--- config.mk ---
export PLATFORM = sky130hd
export DESIGN_NAME = ofs_loader
export DESIGN_NICKNAME = d
export VERILOG_FILES = /design/src/rtl/ofs_pkg.sv /design/src/rtl/ofs_mode_latch.sv /design/src/rtl/ofs_preset_loader.sv /design/src/rtl/ofs_parallel_loader.sv /design/src/rtl/ofs_serial_loader.sv /design/src/rtl/ofs_loader.sv
export SDC_FILE = /design/constraint.sdc
export NUM_CORES = 1
export LEC_CHECK = 0
export ABC_AREA = 1
export CORE_UTILIZATION = 30
export DETAILED_ROUTE_END_ITERATION = 16
export PLACE_DENSITY_LB_ADDON = 0.25
export REMOVE_ABC_BUFFERS = 1
export SYNTH_ARGS = -nofsm -noshare
export SYNTH_HDL_FRONTEND = slang
export SYNTH_SLANG_ARGS = --single-unit
--- constraint.sdc ---
create_clock -name clk -period 1.5 [get_ports clk]
set_input_delay 0.3 -clock clk [delete_from_list [all_inputs] [get_ports clk]]
set_output_delay 0.3 -clock clk [all_outputs]
set_load 0.005 [all_outputs]
--- src/rtl/ofs_pkg.sv ---
// Package: shared types for the flag offset loader.
// Assumes: the two select pins are decoded as {bit1, bit0}.
package ofs_pkg;

    typedef enum logic [1:0] {
        MODE_PARALLEL = 2'b00,
        MODE_PRESET_A = 2'b01,
        MODE_PRESET_B = 2'b10,
        MODE_SERIAL   = 2'b11
    } ofs_mode_e;

    // True for either of the fixed-value methods.
    function automatic logic is_preset(input ofs_mode_e m);
        return (m == MODE_PRESET_A) || (m == MODE_PRESET_B);
    endfunction

endpackage

--- src/rtl/ofs_mode_latch.sv ---
// Module: captures the programming method from the dual-purpose pins.
// It samples the pins on every edge while reset is low and holds the last
// sample once reset is released.
// Assumes: reset lasts at least one clock edge.
module ofs_mode_latch
    import ofs_pkg::*;
(
    input  logic      clk,
    input  logic      rst_n,
    input  logic      sel1,
    input  logic      sel0,
    output ofs_mode_e mode
);

    // Track the pins during reset; freeze the method after release.
    always_ff @(posedge clk) begin
        if (!rst_n) begin
            mode <= ofs_mode_e'({sel1, sel0});
        end
    end

endmodule

--- src/rtl/ofs_preset_loader.sv ---
// Module: loads one of two fixed offset pairs on the first edge after reset.
// Assumes: PRESET_A and PRESET_B fit in W bits.
module ofs_preset_loader
    import ofs_pkg::*;
#(
    parameter int W        = 9,
    parameter int PRESET_A = 8,
    parameter int PRESET_B = 16
) (
    input  logic         clk,
    input  logic         rst_n,
    input  ofs_mode_e    mode,
    output logic [W-1:0] x,
    output logic [W-1:0] y,
    output logic         done
);

    localparam logic [W-1:0] VAL_A = W'(PRESET_A);
    localparam logic [W-1:0] VAL_B = W'(PRESET_B);

    logic [W-1:0] pick;

    // Choose the preset that matches the latched method.
    always_comb begin
        pick = (mode == MODE_PRESET_B) ? VAL_B : VAL_A;
    end

    // Load both offsets once, on the first running edge.
    always_ff @(posedge clk) begin
        if (!rst_n) begin
            x    <= '0;
            y    <= '0;
            done <= 1'b0;
        end else if (!done && is_preset(mode)) begin
            x    <= pick;
            y    <= pick;
            done <= 1'b1;
        end
    end

endmodule

--- src/rtl/ofs_parallel_loader.sv ---
// Module: takes X then Y from the first two enabled writes after reset.
// Only the low W data bits are used.
// Assumes: wr_en is a single-cycle-qualified write strobe.
module ofs_parallel_loader #(
    parameter int W      = 9,
    parameter int DATA_W = 36
) (
    input  logic              clk,
    input  logic              rst_n,
    input  logic              enable,
    input  logic              wr_en,
    input  logic [DATA_W-1:0] wr_data,
    output logic [W-1:0]      x,
    output logic [W-1:0]      y,
    output logic              done
);

    logic second;

    // Step through the two loading writes: X first, then Y.
    always_ff @(posedge clk) begin
        if (!rst_n) begin
            x      <= '0;
            y      <= '0;
            second <= 1'b0;
            done   <= 1'b0;
        end else if (enable && wr_en && !done) begin
            if (!second) begin
                x      <= wr_data[W-1:0];
                second <= 1'b1;
            end else begin
                y    <= wr_data[W-1:0];
                done <= 1'b1;
            end
        end
    end

endmodule

--- src/rtl/ofs_serial_loader.sv ---
// Module: shifts Y then X in, most significant bit first, through one
// 2*W-bit chain. It finishes after exactly 2*W enabled bits.
// Assumes: serial enable is active low and sampled on clk.
module ofs_serial_loader #(
    parameter int W = 9
) (
    input  logic         clk,
    input  logic         rst_n,
    input  logic         enable,
    input  logic         sen_n,
    input  logic         sdata,
    output logic [W-1:0] x,
    output logic [W-1:0] y,
    output logic         done
);

    localparam int BITS  = 2 * W;
    localparam int CNT_W = $clog2(BITS + 1);
    localparam logic [CNT_W-1:0] LAST = CNT_W'(BITS - 1);

    logic [BITS-1:0]  chain;
    logic [CNT_W-1:0] count;

    // Shift one bit per enabled edge; stop after the final bit.
    always_ff @(posedge clk) begin
        if (!rst_n) begin
            chain <= '0;
            count <= '0;
            done  <= 1'b0;
        end else if (enable && !sen_n && !done) begin
            chain <= {chain[BITS-2:0], sdata};
            count <= count + 1'b1;
            if (count == LAST) begin
                done <= 1'b1;
            end
        end
    end

    // Split the chain: the upper half holds the earlier (Y) bits.
    always_comb begin
        y = chain[BITS-1:W];
        x = chain[W-1:0];
    end

endmodule

--- src/rtl/ofs_loader.sv ---
// Module: top of the flag offset loader. It latches the method at reset,
// runs the matching loader, presents the offsets once programmed and
// blocks FIFO writes until then.
// Assumes: DEPTH is a power of two; the presets fit in log2(DEPTH) bits.
module ofs_loader
    import ofs_pkg::*;
#(
    parameter int DEPTH    = 512,
    parameter int DATA_W   = 36,
    parameter int PRESET_A = 8,
    parameter int PRESET_B = 16
) (
    input  logic                     clk,
    input  logic                     rst_n,
    input  logic                     sel1_sen_n,
    input  logic                     sel0_sdata,
    input  logic                     wr_en,
    input  logic [DATA_W-1:0]        wr_data,
    output logic                     fifo_wr_en,
    output logic [$clog2(DEPTH)-1:0] ofs_x,
    output logic [$clog2(DEPTH)-1:0] ofs_y,
    output logic                     prog_done
);

    localparam int OFS_W = $clog2(DEPTH);

    ofs_mode_e        mode;
    logic [OFS_W-1:0] pre_x, pre_y, par_x, par_y, ser_x, ser_y;
    logic             pre_done, par_done, ser_done;
    logic [OFS_W-1:0] sel_x, sel_y;
    logic             sel_done;

    ofs_mode_latch u_mode (
        .clk   (clk),
        .rst_n (rst_n),
        .sel1  (sel1_sen_n),
        .sel0  (sel0_sdata),
        .mode  (mode)
    );

    ofs_preset_loader #(
        .W        (OFS_W),
        .PRESET_A (PRESET_A),
        .PRESET_B (PRESET_B)
    ) u_preset (
        .clk   (clk),
        .rst_n (rst_n),
        .mode  (mode),
        .x     (pre_x),
        .y     (pre_y),
        .done  (pre_done)
    );

    ofs_parallel_loader #(
        .W      (OFS_W),
        .DATA_W (DATA_W)
    ) u_par (
        .clk     (clk),
        .rst_n   (rst_n),
        .enable  (mode == MODE_PARALLEL),
        .wr_en   (wr_en),
        .wr_data (wr_data),
        .x       (par_x),
        .y       (par_y),
        .done    (par_done)
    );

    ofs_serial_loader #(
        .W (OFS_W)
    ) u_ser (
        .clk    (clk),
        .rst_n  (rst_n),
        .enable (mode == MODE_SERIAL),
        .sen_n  (sel1_sen_n),
        .sdata  (sel0_sdata),
        .x      (ser_x),
        .y      (ser_y),
        .done   (ser_done)
    );

    // Route the active loader's results by method.
    always_comb begin
        unique case (mode)
            MODE_PARALLEL: begin
                sel_x = par_x; sel_y = par_y; sel_done = par_done;
            end
            MODE_SERIAL: begin
                sel_x = ser_x; sel_y = ser_y; sel_done = ser_done;
            end
            default: begin
                sel_x = pre_x; sel_y = pre_y; sel_done = pre_done;
            end
        endcase
    end

    // Present offsets only when complete; gate FIFO writes on completion.
    always_comb begin
        prog_done  = sel_done && rst_n;
        ofs_x      = prog_done ? sel_x : '0;
        ofs_y      = prog_done ? sel_y : '0;
        fifo_wr_en = wr_en && prog_done;
    end

endmodule

# After elaboration in Yosys (flattened, before gate mapping)
# Index checks and enable logic that the tools add are counted.
[classes]
eq_ne = 4
add_sub_neg = 1
bitwise_logic = 1
reduce_logical = 16
mux = 6
[op_table]
columns = ["cell", "count"]
rows = [
  ["case mux 9 bit (2 select lines)", 2],
  ["two-way mux 9 bit", 2],
  ["logical AND 1 bit", 7],
  ["AND reduction 2 bit", 3],
  ["adder 5 x 1 -> 5 bit (second input constant)", 1],
  ["equality test 5 bit (second input constant)", 1],
  ["two-way mux 5 bit", 1],
  ["equality test 2 bit (second input constant)", 2],
  ["zero test 1 bit", 4],
  ["equality test 2 x 1 -> 1 bit (second input constant)", 1],
  ["zero test 2 bit", 1],
  ["case mux 1 bit (2 select lines)", 1],
  ["logical OR 1 bit", 1],
  ["inverter 1 bit", 1],
]
[totals]
inputBits = 41
out_inout_bits = 20
elab_cells = 38
reg_bits = 56

# Longest topological paths before layout
# Gate-level depths: netlist of the first run.
[depth]
depth_word = 4
depth_mapped = 8
mapped_depth_nobuf = 7

# By module
# From an unflattened synthesis of the first run, not the netlist that was laid out.
[unflattened]
hier_cells = 444
area_unflattened_um2 = 2827.7
[modules_own_cells]
columns = ["mod", "instances", "area_per_inst_um2", "seq_area_each_um2", "cells_each"]
rows = [
  ["ofs_serial_loader", 1, 938.4, 480.5, 122],
  ["ofs_parallel_loader", 1, 902.1, 400.4, 134],
  ["ofs_loader", 1, 658.1, 0.0, 151],
  ["ofs_preset_loader", 1, 265.3, 60.1, 34],
  ["ofs_mode_latch", 1, 63.8, 60.1, 3],
]

# Worst setup path before layout of the first run
# No wires, ideal clock.
[synth_path]
path_kind = "reg-to-output"
startpoint = "register u_mode.mode[0]"
endpoint = "output port ofs_y[3]"
required_ps = 1200
setup_slack_ps = -141
stages_incl_launch_ff = 9
path_buffers = 1
arrival_ps = 1341
path_cell_list = "edfxtp_1 > inv_1 > ha_1 > inv_2 > nor2_2 > inv_1 > nand3_2 > buf_4 > nor2_1"
[synth_via]
elab_chain_len = 4
word_cells_on_any_way = 6
cone_classes = "eq/ne (1); mux (3); reduce/logical (2)"
[synth_lines]
columns = ["item", "line_no", "source"]
rows = [
  ["from (decl)", "ofs_mode_latch.sv:12", "output ofs_mode_e mode"],
  ["from (signal assigned)", "ofs_mode_latch.sv:18", "mode <= ofs_mode_e'({sel1, sel0});"],
  ["equality test 2 bit or zero test 2 bit (tied branches)", "ofs_loader.sv:83", "unique case (mode)"],
  ["case mux 1 bit (2 select lines)", "ofs_loader.sv:83", ""],
  ["logical AND 1 bit", "ofs_loader.sv:98", "prog_done = sel_done && rst_n;"],
  ["two-way mux 9 bit (*)", "ofs_loader.sv:100", "ofs_y = prog_done ? sel_y : '0;"],
  ["to (decl)", "ofs_loader.sv:21", "output logic [$clog2(DEPTH)-1:0] ofs_y,"],
]
# Every way passes the cells marked *; elsewhere a longest branch is shown, timed or not.

# Worst setup path after layout of the first run
[layout_path]
startpoint = "register u_mode.mode[1]"
endpoint = "output port ofs_x[3]"
[layout_via]
elab_chain_len = 4
word_cells_on_any_way = 6
cone_classes = "eq/ne (1); mux (3); reduce/logical (2)"
[layout_lines]
columns = ["item", "line_no", "source"]
rows = [
  ["equality test 2 bit or zero test 2 bit (tied branches)", "ofs_loader.sv:83", ""],
  ["case mux 1 bit (2 select lines)", "ofs_loader.sv:83", ""],
  ["logical AND 1 bit", "ofs_loader.sv:98", ""],
  ["two-way mux 9 bit (*)", "ofs_loader.sv:99", "ofs_x = prog_done ? sel_x : '0;"],
  ["to (decl)", "ofs_loader.sv:20", "output logic [$clog2(DEPTH)-1:0] ofs_x,"],
]
# Marked as above.

==> results.txt, run 1 <==
status: finished with violations
failing checks: negative setup slack
EDFF count, synth: 2
dpl cells: 511
Core ar.: 0.00769 mm^2
final hold vios: 0
Crit. End Element: output pin
Worst R2R Path Depth: 8
clock sinks: 49
net switching power figure: 0.000732 W
Crit Path Class: reg2out
worst hold-check path type: reg2reg
drt drc: 0
vias in the first global route: 2143
post-layout min period: 2.05 ns
initial antenna violation count: 0
top cells by area, synth: dfxtp_1, nand2_1, nor2_1, a21oi_1, inv_1
TritonCTS clock tree: yes
Final Skew: 0.00445 ns
Mapped Area: 0.00237 mm^2
data arrival time of the critical path: 1.75 ns
Final Cycle Share: 137%
H-Tree Depth: 2
n_diodes: 0
die area: 0.00828 mm^2
grt total ovfl: 0
library cells used by synthesis: 20
Synth Register Bits: 49
slew at the pin closest to its max-slew limit: 0.339 ns
endpoints failing setup: 20
number of antenna-violating nets in the routed design: 0
cell with the most instances after synthesis: nand2_1
Final HPWL DP: 4100 um
Non-Filler Instances: 523
die width: 91.0 um
FF-to-FF setup slack: 0.05 ns
DR vias/cell: 4.39
area leader, netlist: dfxtp_1
switching part of the total: 26.7%
Initial Utilization: 30.9%
Port Buffer Count: 33
Synth top area share: 39.6%
Req. time, crit path: 1.20 ns
Final WS setup: -0.554 ns
DP Worst Slack: -0.623 ns
IO Count: 61
Fmax achieved: 487 MHz
vias: 2298
CTS buffer count: 5
initial DRC count: 147
RSZ-0062 raised after global routing: yes
drt pass-1 iters: 4
Reg-to-Reg End: u_ser.count[3]
min-delay src: u_ser.chain[17]
layout cells sized above 1: 20.7%
Clock Tree Root: clkbuf_8
hold endpoint: u_ser.chain[17]
Clk pin slew, worst setup/hold paths: 0.09 ns
RR Startpoint: u_mode.mode[1]
max_cap viols: 0
Flop pwr share: 50.1%
Slew Limit Headroom: 77.4%
Cells after Synth: 364
P_leak: 1.40 nW
std cell rows: 32
WL final: 5860 um
nets: 466
Power Internal: 0.00201 W
IR Drop Worst-Case VDD: 0.321 mV
hold buffers post-CTS: 0
Syn Area/Cell: 6.52 um^2
clk_lat worst skew: 0.30 ns
Finished Core Util: 41.2%
global-route wire length before repair: 10000 um
worst-path maximum fanout: 3
RePlAce Congestion: 0.758
die height: 91.0 um
ys flop type: dfxtp_1
startpoint types: flop
Pwr per Cell Area: 864 mW/mm^2
Slew Viols, Final: 0
routed length per instance: 11.2 um
Synth async-reset ratio: 0%
Logic pwr share: 18.7%
YS warnings: 0
hold depth: 2
GRT Overall Usage: 15.2%
clk buf depth: 2
Commonest cells post-synth: nand2_1, nor2_1, dfxtp_1
Seq/Total Area, Yosys: 42.1%
proportion of power drawn by the clock network: 31.1%
largest net degree at the start of global routing: 27
Layout area overhead: 33.5%
## how the worst max path moves through the flow
stage	startpoint	endpoint	slack [ns]	cells after the start
floorplan	u_mode.mode[0]	ofs_y[3]	-0.31	7
global placement	u_mode.mode[0]	ofs_x[0]	-0.57	9
detailed placement	u_mode.mode[0]	ofs_x[8]	-0.62	9
CTS	u_mode.mode[1]	ofs_y[7]	-0.57	9
global route	u_mode.mode[1]	ofs_y[7]	-0.66	9
finish	u_mode.mode[1]	ofs_x[3]	-0.55	10
## power by group through the flow
| stage | logic (W) | registers (W) | clock network [W] |
|---|---|---|---|
| floorplan | 0.000206 | 0.00140 | 0 |
| global placement | 0.000436 | 0.00140 | 0 |
| detailed placement | 0.000437 | 0.00140 | 0 |
| CTS | 0.000506 | 0.00137 | 0.000889 |
| global route | 0.000565 | 0.00138 | 0.000945 |
| finish | 0.000513 | 0.00137 | 0.000853 |
## flip-flops by register name, summed over array words and instances, names as in the netlist
signal	count
u_ser.chain	18
u_par.x	9
u_par.y	9
u_ser.count	5
u_mode.mode	2
u_preset.x	2
u_par.done	1
u_par.second	1
u_preset.done	1
u_ser.done	1
## placed cells by master (no fill, tap or decap), types with 6 or more instances in the layout
| cell type | n |
|---|---|
| clkbuf_8 | 7 |
| dfxtp_1 | 47 |
| nor2_1 | 54 |
| inv_1 | 32 |
| buf_4 | 20 |
| nand2_1 | 137 |
| nor2_2 | 9 |
| buf_2 | 17 |
| o21ai_0 | 9 |
| clkdlybuf4s50_1 | 13 |
| buf_6 | 6 |
| a21oi_1 | 28 |
## stage by stage
step	hold slack (ns)	area [um^2]	TNS, ns	total power (W)
floorplan	0.398	2260	-10.29	0.00160
global placement	0.460	3000	-15.68	0.00184
detailed placement	0.459	3000	-16.36	0.00184
CTS	0.475	3150	-10.95	0.00277
global route	0.495	3170	-13.76	0.00289
finish	0.470	3170	-10.31	0.00274
## critical path, cell delays in order, from the launching register on
cell and delay [ns]:
edfxtp_1 0.39, inv_2 0.06, ha_4 0.27, inv_4 0.04
buf_4 0.13, buf_6 0.11, buf_6 0.11, nand3_2 0.06
nand2_1 0.05, nor2_1 0.10, buf_2 0.12
## routing by layer
metal  vias to the layer above  track usage, %  wire length [um]
met4                         0            3.97                70
met2                        56            26.1              2770
met5                         -               0                 0
met1                      1021            19.4              2700
met3                         7            3.02               319
li1                       1214               -                 -
## layout make-up
cell class	count	area (um^2)
clock buffers	7	96.3
clock inverters	1	5.00
fillers	826	4520
inverters	36	138
multi-input cells	262	1220
flip-flops and latches	49	1000
well taps	102	128
repair buffers	66	587
## repair_timing
action,4_1_cts,5_1_grt
gates resized for setup,99,9
pin swaps,9,0
buffers inserted,5,0
setup endpoints to repair,29,60
## cells by family (layout without fill, tap and decap cells)
kind of cell	count (synthesis)	after routing	share of synthesized area, %
buffers and inverters	53	110	10.3
adders and majority gates	5	5	2.63
AOI/OAI and AO/OA	39	39	8.22
DFF	49	49	42.1
and+or+nand+nor	218	218	36.7
Note: power is estimated with default switching activity, not from simulation.
==> inputs of run 2 (changes only) <==
clock period = 2 ns   (was 1.5 ns; I/O delays follow)
==> results.txt, run 2 (same netlist as run 1, synthesis figures left out) <==
status: finished with violations (unchanged)
failing checks: negative setup slack (unchanged)
RePlAce Congestion: 0.742 (was 0.758)
Pwr per Cell Area: 694 mW/mm^2 (was 864 mW/mm^2)
final hold vios: 0 (unchanged)
vias in the first global route: 2242 (was 2143)
n_diodes: 0 (unchanged)
drt drc: 0 (unchanged)
die height: 91.0 um (unchanged)
Fmax achieved: 452 MHz
Final Skew: 0.0117 ns (was 0.00445 ns)
Slew Viols, Final: 0 (unchanged)
RR Startpoint: u_mode.mode[1] (unchanged)
Core ar.: 0.00769 mm^2 (unchanged)
Clock Tree Root: clkbuf_8 (unchanged)
die width: 91.0 um (unchanged)
initial DRC count: 78 (was 147)
DR top layer: met4 (unchanged)
Req. time, crit path: 1.60 ns (was 1.20 ns)
initial antenna violation count: 0 (unchanged)
clk buf depth: 2 (unchanged)
Slew Limit Headroom: 80.0% (was 77.4%)
clock sinks: 49 (unchanged)
Crit Path Class: reg2out (unchanged)
CP startpoint: u_mode.mode[0] (was u_mode.mode[1])
Final HPWL DP: 3900 um (was 4100 um)
routed length per instance: 11.9 um (was 11.2 um)
vias: 2330 (was 2298)
number of antenna-violating nets in the routed design: 0 (unchanged)
H-Tree Depth: 2 (unchanged)
grt total ovfl: 0 (unchanged)
critical-path cell list: inv_2 -> ha_4 -> inv_4 -> nor2_4 -> inv_2 -> nand3_4 -> buf_16 -> buf_12 -> nor2_4 -> buf_2 (was inv_2 -> ha_4 -> inv_4 -> buf_4 -> buf_6 -> buf_6 -> nand3_2 -> nand2_1 -> nor2_1 -> buf_2)
slew at the pin closest to its max-slew limit: 0.300 ns (was 0.339 ns)
max_cap viols: 0 (unchanged)
RSZ-0062 raised after global routing: yes (unchanged)
DR vias/cell: 4.39 (about the same)
layout cells sized above 1: 25.4% (was 20.7%)
Largest regs: u_ser.chain: 18 flops, u_par.x: 9 flops, u_par.y: 9 flops (unchanged)
WL met2: 2880 um (was 2770 um)
CP endpoint: ofs_x[8] (was ofs_x[3])
Reg-to-Reg End: u_preset.x[4] (was u_ser.count[3])
Final Cycle Share: 111%
CP max stage cell: edfxtp_1 (unchanged)
IO Count: 61 (unchanged)
Final WS setup: -0.213 ns (was -0.554 ns)
FF-to-FF setup slack: 0.01 ns (was 0.05 ns)
Worst R2R Path Depth: 15 (was 8)
post-layout min period: 2.21 ns
hold depth: 2 (unchanged)
worst hold slack: 0.472 ns (was 0.470 ns)
IR Drop Worst-Case VDD: 0.302 mV (was 0.321 mV)
worst-path maximum fanout: 4 (was 3)
DRT met1 WL: 3110 um (was 2700 um)
global-route wire length before repair: 10600 um (was 10000 um)
total negative setup slack: -3.97 ns (was -10.31 ns)
most frequent cells in the layout: nand2_1, nor2_1, dfxtp_1, inv_1, a21oi_1 (unchanged)
WL met3: 203 um (was 319 um)
hold buffers post-CTS: 0 (unchanged)
Crit. End Element: output pin (unchanged)
worst hold-check path type: reg2reg (unchanged)
Clk pin slew, worst setup/hold paths: 0.09 ns (about the same)
P_leak: 1.49 nW (was 1.40 nW)
TritonCTS clock tree: yes (unchanged)
WL final: 6320 um (was 5860 um)
Fillers: 794 (was 826)
die area: 0.00828 mm^2 (unchanged)
Largest register FFs: 18 (unchanged)
drt pass-1 iters: 4 (unchanged)
clk_lat worst skew: 0.31 ns (was 0.30 ns)
Port Buffer Count: 33 (unchanged)
GRT Overall Usage: 15.9% (was 15.2%)
startpoint types: flop (unchanged)
largest net degree at the start of global routing: 27 (unchanged)
nets: 474 (was 466)
endpoints failing setup: 20 (unchanged)
most common cell after layout, fill and taps aside: nand2_1 (unchanged)
CP peak stage delay: 0.42 ns (was 0.39 ns)
Layout area overhead: 44.0% (was 33.5%)
Power Total: 0.00237 W (was 0.00274 W)
std cell rows: 32 (unchanged)
Initial Utilization: 30.9% (unchanged)
Most flops, register: u_ser.chain (unchanged)
CTS buffer count: 5 (unchanged)
data arrival time of the critical path: 1.81 ns (was 1.75 ns)
run 2: cell types whose count changed in the layout (fill, tap and decap cells not counted), moves of 2 or more:
cell	before	now
inv_1	32	30
nor2_1	54	47
nand2_4	0	2
clkbuf_8	7	5
nor2_4	4	18
buf_2	17	20
buf_4	20	22
inv_2	3	5
nor2_2	9	2
nand3_4	1	3
nand2_1	137	135
buf_6	6	10
run 2: per-stage QoR:
stage                     utilization, %  setup WS, ns  cells  instance area, um^2
after floorplan                        -        0.0922    347                 2260
after global placement              37.9        -0.305    502                 2910
after detailed placement            37.9        -0.280    502                 2910
after CTS                           42.6        -0.184    532                 3270
after global routing                44.5        -0.310    531                 3420
final                               44.5        -0.213    531                 3420
run 2: worst min-delay path by stage:
| stage | start | endpoint | slack, ns |
|---|---|---|---|
| detailed placement | u_ser.chain[17] | u_ser.chain[17] | 0.46 |
| floorplan | u_preset.x[4] | u_preset.x[4] | 0.44 |
| finish | u_ser.chain[17] | u_ser.chain[17] | 0.47 |
| CTS | u_ser.chain[17] | u_ser.chain[17] | 0.48 |
| global route | u_preset.x[4] | u_preset.x[4] | 0.50 |
| global placement | u_preset.x[4] | u_preset.x[4] | 0.46 |
run 2: cell type report:
class,instances,area (um^2),share of cell area (%)
Clock buffer,6,93.8,2.74
Inverter,36,138,4.02
Tap cell,102,128,3.73
Clock inverter,2,35.0,1.02
Sequential cell,49,1000,29.3
Timing Repair Buffer,74,686,20.0
Multi-Input combinational cell,262,1340,39.2
run 2: report_power, final:
group	internal, W	switching, W
Clock	0.000447	0.000348
Combinational	0.000280	0.000269
Sequential	0.00101	0.0000191
run 2: critical path: cells and delay by family, from the launching register on:
kind	cells	cell delay, ns
fa+ha+maj	1	0.22
simple gates	3	0.22
buf+inv	6	0.66
flops	1	0.42
run 2: timing repair:
| item | 4_1_cts | 5_1_grt |
|---|---|---|
| resized for setup | 117 | 37 |
| buffers inserted | 21 | 0 |
| pin swaps | 9 | 8 |
| endpoints found under the setup margin | 20 | 21 |
| cloned | 1 | 0 |
run 2: per-layer routing:
layer,up-vias,global-route usage [%]
met1,1050,21.1
met5,-,0
li1,1224,-
met4,0,4.63
met3,13,2.76
met2,43,26.5
==> inputs of run 3 (changes only) <==
==> constraint.sdc (replaced) <==
create_clock -name clk -period 2 [get_ports clk]
set_input_delay 0.3 -clock clk [delete_from_list [all_inputs] [get_ports clk]]
set_output_delay 0.3 -clock clk [all_outputs]
set_load 0.005 [all_outputs]
==> results.txt, run 3 (same netlist as run 1, synthesis figures left out) <==
status: finished with violations (unchanged)
failing checks: negative setup slack (unchanged)
IO Count: 61 (unchanged)
Layout area overhead: 37.7% (was 44.0%)
Power Total: 0.00223 W (was 0.00237 W)
grt total ovfl: 0 (unchanged)
clk_lat worst skew: 0.31 ns (about the same)
Power Internal: 0.00162 W (was 0.00174 W)
WL final: 6270 um (was 6320 um)
drt drc: 0 (unchanged)
final hold vios: 0 (unchanged)
Port Buffer Count: 33 (unchanged)
Slew Viols, Final: 0 (unchanged)
nets: 466 (was 474)
worst hold slack: 0.478 ns (was 0.472 ns)
Crit. End Element: output pin (unchanged)
clock sinks: 49 (unchanged)
Clk pin slew, worst setup/hold paths: 0.10 ns (was 0.09 ns)
Final WS setup: -0.128 ns (was -0.213 ns)
Core ar.: 0.00769 mm^2 (unchanged)
global-route wire length before repair: 10500 um (was 10600 um)
CTS buffer count: 5 (unchanged)
die width: 91.0 um (unchanged)
n_diodes: 0 (unchanged)
worst-path maximum fanout: 5 (was 4)
Placed Area: 0.00287 mm^2 (was 0.00291 mm^2)
IR Drop Worst-Case VDD: 0.295 mV (was 0.302 mV)
RePlAce Congestion: 0.765 (was 0.742)
largest net degree at the start of global routing: 27 (unchanged)
Largest regs: u_ser.chain: 18 flops, u_par.x: 9 flops, u_par.y: 9 flops (unchanged)
most frequent cells in the layout: nand2_1, nor2_1, dfxtp_1, inv_1, a21oi_1 (unchanged)
switching part of the total: 27.5% (was 26.8%)
Initial Utilization: 30.9% (unchanged)
endpoints failing setup: 20 (unchanged)
drt pass-1 iters: 4 (unchanged)
die area: 0.00828 mm^2 (unchanged)
Fmax achieved: 470 MHz (was 452 MHz)
Final Skew: 0.0149 ns (was 0.0117 ns)
max_cap viols: 0 (unchanged)
clk buf depth: 2 (unchanged)
startpoint types: flop (unchanged)
std cell rows: 32 (unchanged)
H-Tree Depth: 2 (unchanged)
Final Cycle Share: 106% (was 111%)
layout cells sized above 1: 23.0% (was 25.4%)
Non-Filler Instances: 523 (was 531)
vias: 2297 (was 2330)
net switching power figure: 0.000615 W (was 0.000636 W)
Most flops, register: u_ser.chain (unchanged)
Largest register FFs: 18 (unchanged)
data arrival time of the critical path: 1.83 ns (was 1.81 ns)
Crit Path Class: reg2out (unchanged)
RSZ-0062 raised after global routing: yes (unchanged)
number of antenna-violating nets in the routed design: 0 (unchanged)
P_leak: 1.43 nW (was 1.49 nW)
GRT Overall Usage: 16.2% (was 15.9%)
initial antenna violation count: 0 (unchanged)
dpl cells: 500 (was 502)
TritonCTS clock tree: yes (unchanged)
Logic pwr share: 21.1% (was 23.1%)
Req. time, crit path: 1.70 ns (was 1.60 ns)
FF-to-FF setup slack: 0.34 ns (was 0.01 ns)
most common cell after layout, fill and taps aside: nand2_1 (unchanged)
Slew Limit Headroom: 75.5% (was 80.0%)
Pwr per Cell Area: 683 mW/mm^2 (was 694 mW/mm^2)
worst hold-check path type: reg2reg (unchanged)
routed length per instance: 12.0 um (was 11.9 um)
initial DRC count: 121 (was 78)
die height: 91.0 um (unchanged)
Final HPWL DP: 3920 um (was 3900 um)
proportion of power drawn by the clock network: 32.7% (was 33.5%)
vias in the first global route: 2135 (was 2242)
post-route cell area: 0.00327 mm^2 (was 0.00342 mm^2)
slew at the pin closest to its max-slew limit: 0.367 ns (was 0.300 ns)
Clock Tree Root: clkbuf_8 (unchanged)
DR vias/cell: 4.39 (about the same)
post-layout min period: 2.13 ns (was 2.21 ns)
Flop pwr share: 46.1% (was 43.4%)
[run 3: power by group through the flow]
stage               Sequential, W  Combinational, W  Clock [W]
floorplan                 0.00105          0.000155          0
global placement          0.00105          0.000312          0
detailed placement        0.00105          0.000314          0
CTS                       0.00103          0.000450   0.000752
global route              0.00103          0.000514   0.000796
finish                    0.00103          0.000472   0.000731
[run 3: layer usage]
layer	track usage, %	vias up	routed length [um]
li1	-	1217	-
met1	21.9	1027	3090
met2	26.5	47	2910
met3	2.93	6	195
met4	4.50	0	68
met5	0	-	0
[run 3: path summary, 6_finish.rpt]
check	end	depth (start not counted)	from
worst max-delay path	ofs_x[4]	10	u_mode.mode[0]
worst min register to register	u_ser.chain[12]	2	u_ser.chain[11]
worst max register to register	u_ser.count[4]	9	u_mode.mode[1]
worst min-delay path	u_ser.chain[12]	2	u_ser.chain[11]
[run 3: metrics by stage]
step / setup TNS (ns) / utilization (%) / worst slack [ns]
after floorplan: 0 / - / 0.192
after global placement: -2.20 / 37.3 / -0.160
after detailed placement: -2.33 / 37.3 / -0.173
after CTS: -1.64 / 41.8 / -0.113
after global routing: -3.80 / 42.5 / -0.212
final: -1.95 / 42.5 / -0.128
[run 3: what timing repair did]
item | 4_1_cts | 5_1_grt
buffers inserted | 10 | 3
pin swaps | 10 | 1
gates resized for setup | 119 | 17
hold endpoints to repair | 0 | 0
hold buffers | 0 | 0
setup endpoints to repair | 20 | 20
gates cloned | 3 | 0
[run 3: critical path: stages, from the launching register on]
cell and delay, ns:
edfxtp_1 0.44, inv_2 0.11, ha_4 0.21, inv_6 0.07, nor2_4 0.04, inv_2 0.07
nand3_4 0.08, buf_6 0.16, buf_16 0.14, nor2_1 0.09, buf_2 0.11
[run 3: layout make-up]
type / count / area, um^2
Sequential cell: 49 / 1000
Clock inverter: 3 / 43.8
Multi-Input combinational cell: 262 / 1300
Timing Repair Buffer: 66 / 588
Clock buffer: 5 / 68.8
Fill cell: 818 / 4420
Inverter: 36 / 143
Tap cell: 102 / 128
